## src/rtl/nco_tod_pkg.sv

```systemverilog
package nco_tod_pkg;
  localparam int NS_W    = 44;
  localparam int FRAC_W  = 29;
  localparam int BUS_W   = 32;
  localparam int ADDR_W  = 4;
  localparam int LOW_W   = 4;
  localparam int MID_W   = 32;
  localparam int TOP_W   = NS_W - LOW_W - MID_W;
  localparam int TOP_WR_LSB = 8;
  localparam int ACC_W   = NS_W + FRAC_W;

  localparam logic [ADDR_W-1:0] OFF_LOW = 4'h0;
  localparam logic [ADDR_W-1:0] OFF_MID = 4'h4;
  localparam logic [ADDR_W-1:0] OFF_TOP = 4'h8;
  localparam logic [ADDR_W-1:0] OFF_INC = 4'hC;

  localparam logic [BUS_W-1:0] INC_DEFAULT = 32'h8000_0000;

  typedef struct packed {
    logic low;
    logic mid;
    logic top;
    logic inc;
  } wr_sel_t;
endpackage

```

## src/rtl/nco_accum.sv

```systemverilog
module nco_accum
  import nco_tod_pkg::*;
(
  input  logic              clk,
  input  logic              rst,
  input  logic [BUS_W-1:0]  incr,
  input  logic              ld_low,
  input  logic              ld_mid,
  input  logic              ld_top,
  input  logic [LOW_W-1:0]  low_val,
  input  logic [MID_W-1:0]  mid_val,
  input  logic [TOP_W-1:0]  top_val,
  output logic [NS_W-1:0]   ns
);
  localparam int LOW_POS = FRAC_W;
  localparam int MID_POS = FRAC_W + LOW_W;
  localparam int TOP_POS = FRAC_W + LOW_W + MID_W;

  logic [ACC_W-1:0] acc_q, acc_d;

  always_comb begin
    acc_d = acc_q;
    if (ld_low || ld_mid || ld_top) begin
      acc_d[FRAC_W-1:0] = '0;
      if (ld_low) acc_d[LOW_POS +: LOW_W] = low_val;
      if (ld_mid) acc_d[MID_POS +: MID_W] = mid_val;
      if (ld_top) acc_d[TOP_POS +: TOP_W] = top_val;
    end else begin
      acc_d = acc_q + {{(ACC_W-BUS_W){1'b0}}, incr};
    end
  end

  always_ff @(posedge clk) begin
    if (rst) acc_q <= '0;
    else     acc_q <= acc_d;
  end

  assign ns = acc_q[ACC_W-1:FRAC_W];
endmodule

```

## src/rtl/nco_regs.sv

```systemverilog
module nco_regs
  import nco_tod_pkg::*;
#(
  parameter logic [BUS_W-1:0] INC_RESET = INC_DEFAULT
) (
  input  logic              clk,
  input  logic              rst,
  input  logic [ADDR_W-1:0] addr,
  input  logic              wen,
  input  logic              ren,
  input  logic [BUS_W-1:0]  wdata,
  input  logic [NS_W-1:0]   ns,
  output logic [BUS_W-1:0]  incr,
  output logic              ld_low,
  output logic              ld_mid,
  output logic              ld_top,
  output logic [LOW_W-1:0]  low_val,
  output logic [MID_W-1:0]  mid_val,
  output logic [TOP_W-1:0]  top_val,
  output logic [BUS_W-1:0]  rdata
);
  wr_sel_t           wsel;
  logic [MID_W-1:0]  snap_q;
  logic [BUS_W-1:0]  incr_q;

  always_comb begin
    wsel     = '0;
    wsel.low = wen && (addr == OFF_LOW);
    wsel.mid = wen && (addr == OFF_MID);
    wsel.top = wen && (addr == OFF_TOP);
    wsel.inc = wen && (addr == OFF_INC);
  end

  assign ld_low  = wsel.low;
  assign ld_mid  = wsel.mid;
  assign ld_top  = wsel.top;
  assign low_val = wdata[LOW_W-1:0];
  assign mid_val = wdata[MID_W-1:0];
  assign top_val = wdata[TOP_WR_LSB +: TOP_W];

  always_ff @(posedge clk) begin
    if (rst) begin
      incr_q <= INC_RESET;
      snap_q <= '0;
    end else begin
      if (wsel.inc) incr_q <= wdata;
      if (ren && (addr == OFF_TOP)) snap_q <= ns[LOW_W +: MID_W];
    end
  end

  assign incr = incr_q;

  always_comb begin
    rdata = '0;
    unique case (addr)
      OFF_LOW: rdata[LOW_W-1:0] = ns[LOW_W-1:0];
      OFF_MID: rdata[MID_W-1:0] = snap_q;
      OFF_TOP: rdata[TOP_W-1:0] = ns[NS_W-1 -: TOP_W];
      OFF_INC: rdata            = incr_q;
      default: rdata            = '0;
    endcase
  end
endmodule

```

## src/rtl/nco_tod_timer.sv

```systemverilog
module nco_tod_timer
  import nco_tod_pkg::*;
#(
  parameter logic [31:0] INC_RESET = INC_DEFAULT
) (
  input  logic        clk,
  input  logic        rst,
  input  logic [3:0]  reg_addr,
  input  logic        reg_wen,
  input  logic        reg_ren,
  input  logic [31:0] reg_wdata,
  output logic [31:0] reg_rdata,
  output logic [43:0] tod_ns
);
  logic [BUS_W-1:0] incr;
  logic             ld_low, ld_mid, ld_top;
  logic             time_wr;
  logic [LOW_W-1:0] low_val;
  logic [MID_W-1:0] mid_val;
  logic [TOP_W-1:0] top_val;

  nco_regs #(.INC_RESET(INC_RESET)) u_regs (
    .clk(clk), .rst(rst), .addr(reg_addr), .wen(reg_wen), .ren(reg_ren),
    .wdata(reg_wdata), .ns(tod_ns), .incr(incr),
    .ld_low(ld_low), .ld_mid(ld_mid), .ld_top(ld_top),
    .low_val(low_val), .mid_val(mid_val), .top_val(top_val),
    .rdata(reg_rdata)
  );

  nco_accum u_accum (
    .clk(clk), .rst(rst), .incr(incr),
    .ld_low(ld_low), .ld_mid(ld_mid), .ld_top(ld_top),
    .low_val(low_val), .mid_val(mid_val), .top_val(top_val),
    .ns(tod_ns)
  );

  assign time_wr = ld_low | ld_mid | ld_top;
endmodule

```

## config.mk

```make
export PLATFORM = sky130hd
export DESIGN_NAME = nco_tod_timer
export DESIGN_NICKNAME = d
export VERILOG_FILES = /design/src/rtl/nco_tod_pkg.sv /design/src/rtl/nco_accum.sv /design/src/rtl/nco_regs.sv /design/src/rtl/nco_tod_timer.sv
export SDC_FILE = /design/constraint.sdc
export NUM_CORES = 1
export LEC_CHECK = 0
export ABC_AREA = 1
export BUFFER_PORTS_ARGS = -buffer_cell sky130_fd_sc_hd__clkbuf_2
export CORE_MARGIN = 1
export CORE_UTILIZATION = 61
export CTS_BUF_LIST = sky130_fd_sc_hd__clkbuf_4
export DETAILED_ROUTE_END_ITERATION = 8
export GPL_TIMING_DRIVEN = 1
export PLACE_DENSITY = 0.83
export SKIP_CTS_REPAIR_TIMING = 1
export SYNTH_ARGS = -nofsm -noshare
export SYNTH_HDL_FRONTEND = slang
export SYNTH_SLANG_ARGS = --single-unit
export TNS_END_PERCENT = 10
```

## constraint.sdc

```tcl
create_clock -name clk -period 2.6 [get_ports clk]
set_input_delay 0.39 -clock clk [delete_from_list [all_inputs] [get_ports clk]]
set_output_delay 0.39 -clock clk [all_outputs]
set_load 0.01 [all_outputs]
```

After elaboration in Yosys (flattened, before gate mapping)
Index checks and enable logic that the tools add are counted.
Word-level totals
  register bits: 137
  latch bits: 0
  RAM bits: 0
  memory bits (read-only): 0
  input port bits: 40
  output and inout bits: 76
  memories: 0
Cells by class
  add/subtract/negate cells: 1
  multipliers: 0
  div/mod/pow operators: 0
  magnitude comparators: 0
  equality and inequality tests: 6
  shift-type cells: 0
  mux-type cells: 7
  bitwise gates (word level): 0
  reductions and logical operators: 9
Operators by type and width (number)
  $add 73x32->73: 1
  $mux 73: 1
  $pmux 24 s2: 1
  $mux 32: 1
  $pmux 4 s4: 1
  $pmux 4 s3: 1
  $eq 4x4->1 const B: 2
  $mux 8: 1
  $ne 2x1->1 const B: 3
  $logic_and 1x1->1: 5
  $eq 4x3->1 const B: 1
  $logic_not 4->1: 1
  $mux 4: 1
  $logic_or 1x1->1: 2
  $reduce_or 2->1: 1

Logic depth before layout (Yosys ltp)
  depth in word-level cells: 5
  depth in mapped cells: 16

By module
Synthesis repeated with hierarchy kept, for this count alone.
Second synthesis, totals
  cell total of the unflattened synthesis: 2058
  area total of the unflattened synthesis: 11487.3 um2
Modules (own cells, without submodules)
  nco_accum: times used 1, cells each 1388, area an instance 7435.9 um2, sequential area each 1461.4 um2
  nco_regs: times used 1, cells each 670, area an instance 4051.4 um2, sequential area each 1281.2 um2

Worst setup path before layout
Ideal clock, no wire load.
  path type: register -> register
  start: register u_regs.incr_q[0] (netlist: u_regs.incr[0])
  end: register u_accum.acc_q[40]
  arrival: 1977 ps
  path slack: 552 ps
  stages on the path, launching flop included: 14
  path buffers: 0
  period minus slack after synthesis: 2048 ps
  cell sequence: dfxtp_1 ha_1 fa_1 nand3_1 nand3_1 nand2_1 nand3_1 nand2_1 nand3_1 nand2_1 nand2_1 o21ai_0 nand2_1 a21oi_1
On the way
  longest elaborated chain between the ends: 2
RTL lines
  start: declaration: line nco_regs.sv:24  | logic [BUS_W-1:0] incr_q;
  start signal: assignment: line nco_regs.sv:46  | if (wsel.inc) incr_q <= wdata;
  $add 73x32->73: line nco_accum.sv:29  | acc_d = acc_q + {{(ACC_W-BUS_W){1'b0}}, incr};
  $mux 73: line nco_accum.sv:23  | if (ld_low || ld_mid || ld_top) begin
  end signal: assignment: line nco_accum.sv:34  | if (rst) acc_q <= '0;
  end signal: assignment: line nco_accum.sv:35  | else acc_q <= acc_d;
  end: declaration: line nco_accum.sv:19  | logic [ACC_W-1:0] acc_q, acc_d;
No other way between the ends.
A chain may end at the register's enable or synchronous reset.

Final worst setup path
  start: register u_regs.incr_q[2] (netlist: u_regs.incr[2])
  end: register u_accum.acc_q[43]
Same word-level chain as after synthesis.

==> flow_summary.toml <==
[run_status]
status = "complete, no violations"

[cells_and_area]
nFillCells = 1468
drive_gt1_share_pct = 12.58
seq_area_um2 = 2744
syn_to_final_growth_pct = 9.476
fin_nets = 1811
multi_input_area_um2 = 5482
layout.cells.non_filler = 1966

[setup_path]
path_delay_family = "simple AND/OR/NAND/NOR gates"
worstSetupPathType = "reg2reg"
slowest_delay_ns = 0.39
cp.required_ns = 3.14
cpMaxStageDelayCell = "a21boi_0"
path_buf_inv = 0
crit_path_frequent_cell = "nand2_1"
crit_arrival_ns = 3.03
path_cells = "ha_1, or2_2, nand3_1, nand2_1, nand2_1, nand2_1, nand2_1, nand2_1, a21boi_0, xor2_1, nand2_1, nand2_1"
critPathLaunchType = "flop"
end_kind = "flop"
worstPathMaxFanout = 6

[route]
firstDrtPassIters = 8
drt-met1-wl_mm = 14.58
highest-signal-layer = "met4"
drcViolationCount = 0
totalWireLength_mm = 34.80
wl_met2_mm = 15.09
avgRoutedWirePerCell_um = 17.70
vias_per_cell = 5.655
met3_length_mm = 4.031
drt-initial-drc-count = 1358
vias = 11118
ant_nets = 0

[logic_synthesis]
synth_top_cell_by_area = "dfxtp_1"
synth.most_common_cell = "nand2_1"
synth_cell_types = 42
postSynthCellCount = 1659
async_flop_share_pct = 0
synth_edf_count = 0
syn_avg_cell_area_um2 = 5.961
netlist.area_leader.share_pct = 27.73
ys_warn_count = 0
synthFlopType = "dfxtp_1"
ys_ff_latch = 137
ys_top_cells_by_count = "nand2_1 (487), inv_1 (289), dfxtp_1 (137), nor2_1 (133), a21oi_1 (130)"
seq_area_frac_synth_pct = 27.73
synthTopCellsByArea = "dfxtp_1 (28%), nand2_1 (18%), inv_1 (11%), a21oi_1 (6.6%), nor2_1 (5.0%)"
syn-cell-area_um2 = 9889
synthesis.nets = 1732

[cts]
cts_buffers = 17
clock_latency_ns = 0.59
cts.path.max_buffers = 2
cts_root_buf = "clkbuf_4"
cts_tree = "built"
cts.clk_slew.worst_paths_ns = 0.13
htreeDepth = 4
cts.sinks = 137

[floorplanning]
dieHeight_um = 129.3
core_um2 = 15830
die_w_um = 129.3
row_count = 46
initial_core_util_pct = 62.48
die-area_um2 = 16730
ios = 116

[timing]
fin_crit_ns = 2.490
final.period_utilization_pct = 95.78
fin_ws_ns = 0.1098
max_slew_margin_pct = 42.56
finalClockSkew_ns = 0.01671
hold_viol = 0
tightest_slew_ns = 0.8607
finalSetupViolCount = 0
slew_violations = 0
fmax_mhz = 401.6

[pwr]
p_leak_nw = 5.213
vdd_drop_max_mv = 0.2618
power.density_nw_per_um2 = 389.7

[grt]
grt_max_degree = 41
antenna_found_initial = 1
grt_usage_pct = 42.44
grt_pass1_vias = 10059
grt_pass1_wl_mm = 53.19
overflow = 0

[placed_design]
gp_congestion = 1.029
port_buffers = 115
dp_cells = 1935
dpl_worst_slack_ns = 0.003548
dp_hpwl_mm = 27.61

[worst_hold_path]
min_path_type = "in2reg"

[job]
drv_cap = 0
==> final cells by class <==
type                    count  area share (%)
repair buffers            161           8.852
well taps                 216           2.496
multi-input cells        1125           50.63
flip-flops and latches    137           25.34
inverters                 296           10.26
clock inverters            13           1.213
clock buffers              17           1.179
diodes                      1         0.02311
==> power breakdown <==
group / internal (W) / total [W] / switching (W)
Sequential: 0.00217 / 0.00224 / 0.0000789
Clock: 0.000551 / 0.00141 / 0.000859
Combinational: 0.000198 / 0.000564 / 0.000366
Total: 0.00291 / 0.00422 / 0.00130
==> routing by layer <==
| metal | vias to the layer above | GRT usage [%] |
|---|---|---|
| met5 | - | 0 |
| met4 | 0 | 16.12 |
| met3 | 102 | 11.07 |
| met2 | 675 | 65.62 |
| met1 | 4997 | 56.53 |
| li1 | 5344 | - |
==> path summary, 6_finish.rpt <==
| check | start | endpoint | slack, ns | cells past startpoint |
|---|---|---|---|---|
| min | reg_ren | u_regs.snap_q[3] | 0.05 | 3 |
| max | u_regs.incr[2] | u_accum.acc_q[43] | 0.11 | 12 |
| min reg2reg | u_regs.snap_q[17] | u_regs.snap_q[17] | 0.46 | 2 |
| max reg2reg | u_regs.incr[2] | u_accum.acc_q[43] | 0.11 | 12 |
==> per-stage QoR <==
stage | total power, W | hold slack, ns | instance area [µm²] | TNS (ns) | util (%)
after floorplan | 0.002634 | 0.4245 | 9889 | 0 | -
after global routing | 0.004346 | 0.05445 | 10830 | -0.002329 | 68.40
after global placement | 0.002820 | 0.4388 | 10540 | 0 | 66.57
after detailed placement | 0.002830 | 0.4449 | 10540 | 0 | 66.57
after CTS | 0.004178 | 0.05519 | 10800 | -0.02807 | 68.21
final | 0.004219 | 0.05206 | 10830 | 0 | 68.40
==> kinds of logic (layout without fill, tap and decap cells) <==
| logic type | count (synthesis) | count (layout) | synth area share [%] |
|---|---|---|---|
| flops | 137 | 137 | 27.73 |
| xor+xnor | 36 | 36 | 3.188 |
| fa+ha+maj | 33 | 33 | 4.251 |
| buf+inv | 397 | 487 | 17.14 |
| simple gates | 782 | 782 | 32.76 |
| compound gates | 274 | 274 | 14.93 |
| other cells | 0 | 1 | 0 |
==> sequential cells by signal, summed over array words and instances, names as in the netlist <==
register	flops
u_accum.acc_q	73
u_regs.incr	32
u_regs.snap_q	32
==> layout by cell type (no fill, tap or decap), types with 6 or more instances in the layout <==
| master | instances |
|---|---|
| nand2_1 | 482 |
| inv_1 | 289 |
| dfxtp_1 | 136 |
| nor2_1 | 132 |
| a21oi_1 | 130 |
| clkbuf_2 | 115 |
| nand3_1 | 95 |
| o21ai_0 | 90 |
| buf_4 | 43 |
| ha_1 | 31 |
| o22ai_1 | 29 |
| nand4_1 | 28 |
| xor2_1 | 27 |
| clkbuf_4 | 17 |
| nor3_1 | 16 |
| xnor2_1 | 9 |
| inv_2 | 7 |
| nand2_2 | 7 |
| nor4_1 | 6 |
| o21ai_1 | 6 |
==> tightest hold or removal path, stage by stage <==
cell and delay (ns):
clkbuf_2 0.10, nand3_1 0.07, a21oi_1 0.06
(Power assumes the default switching activity.)
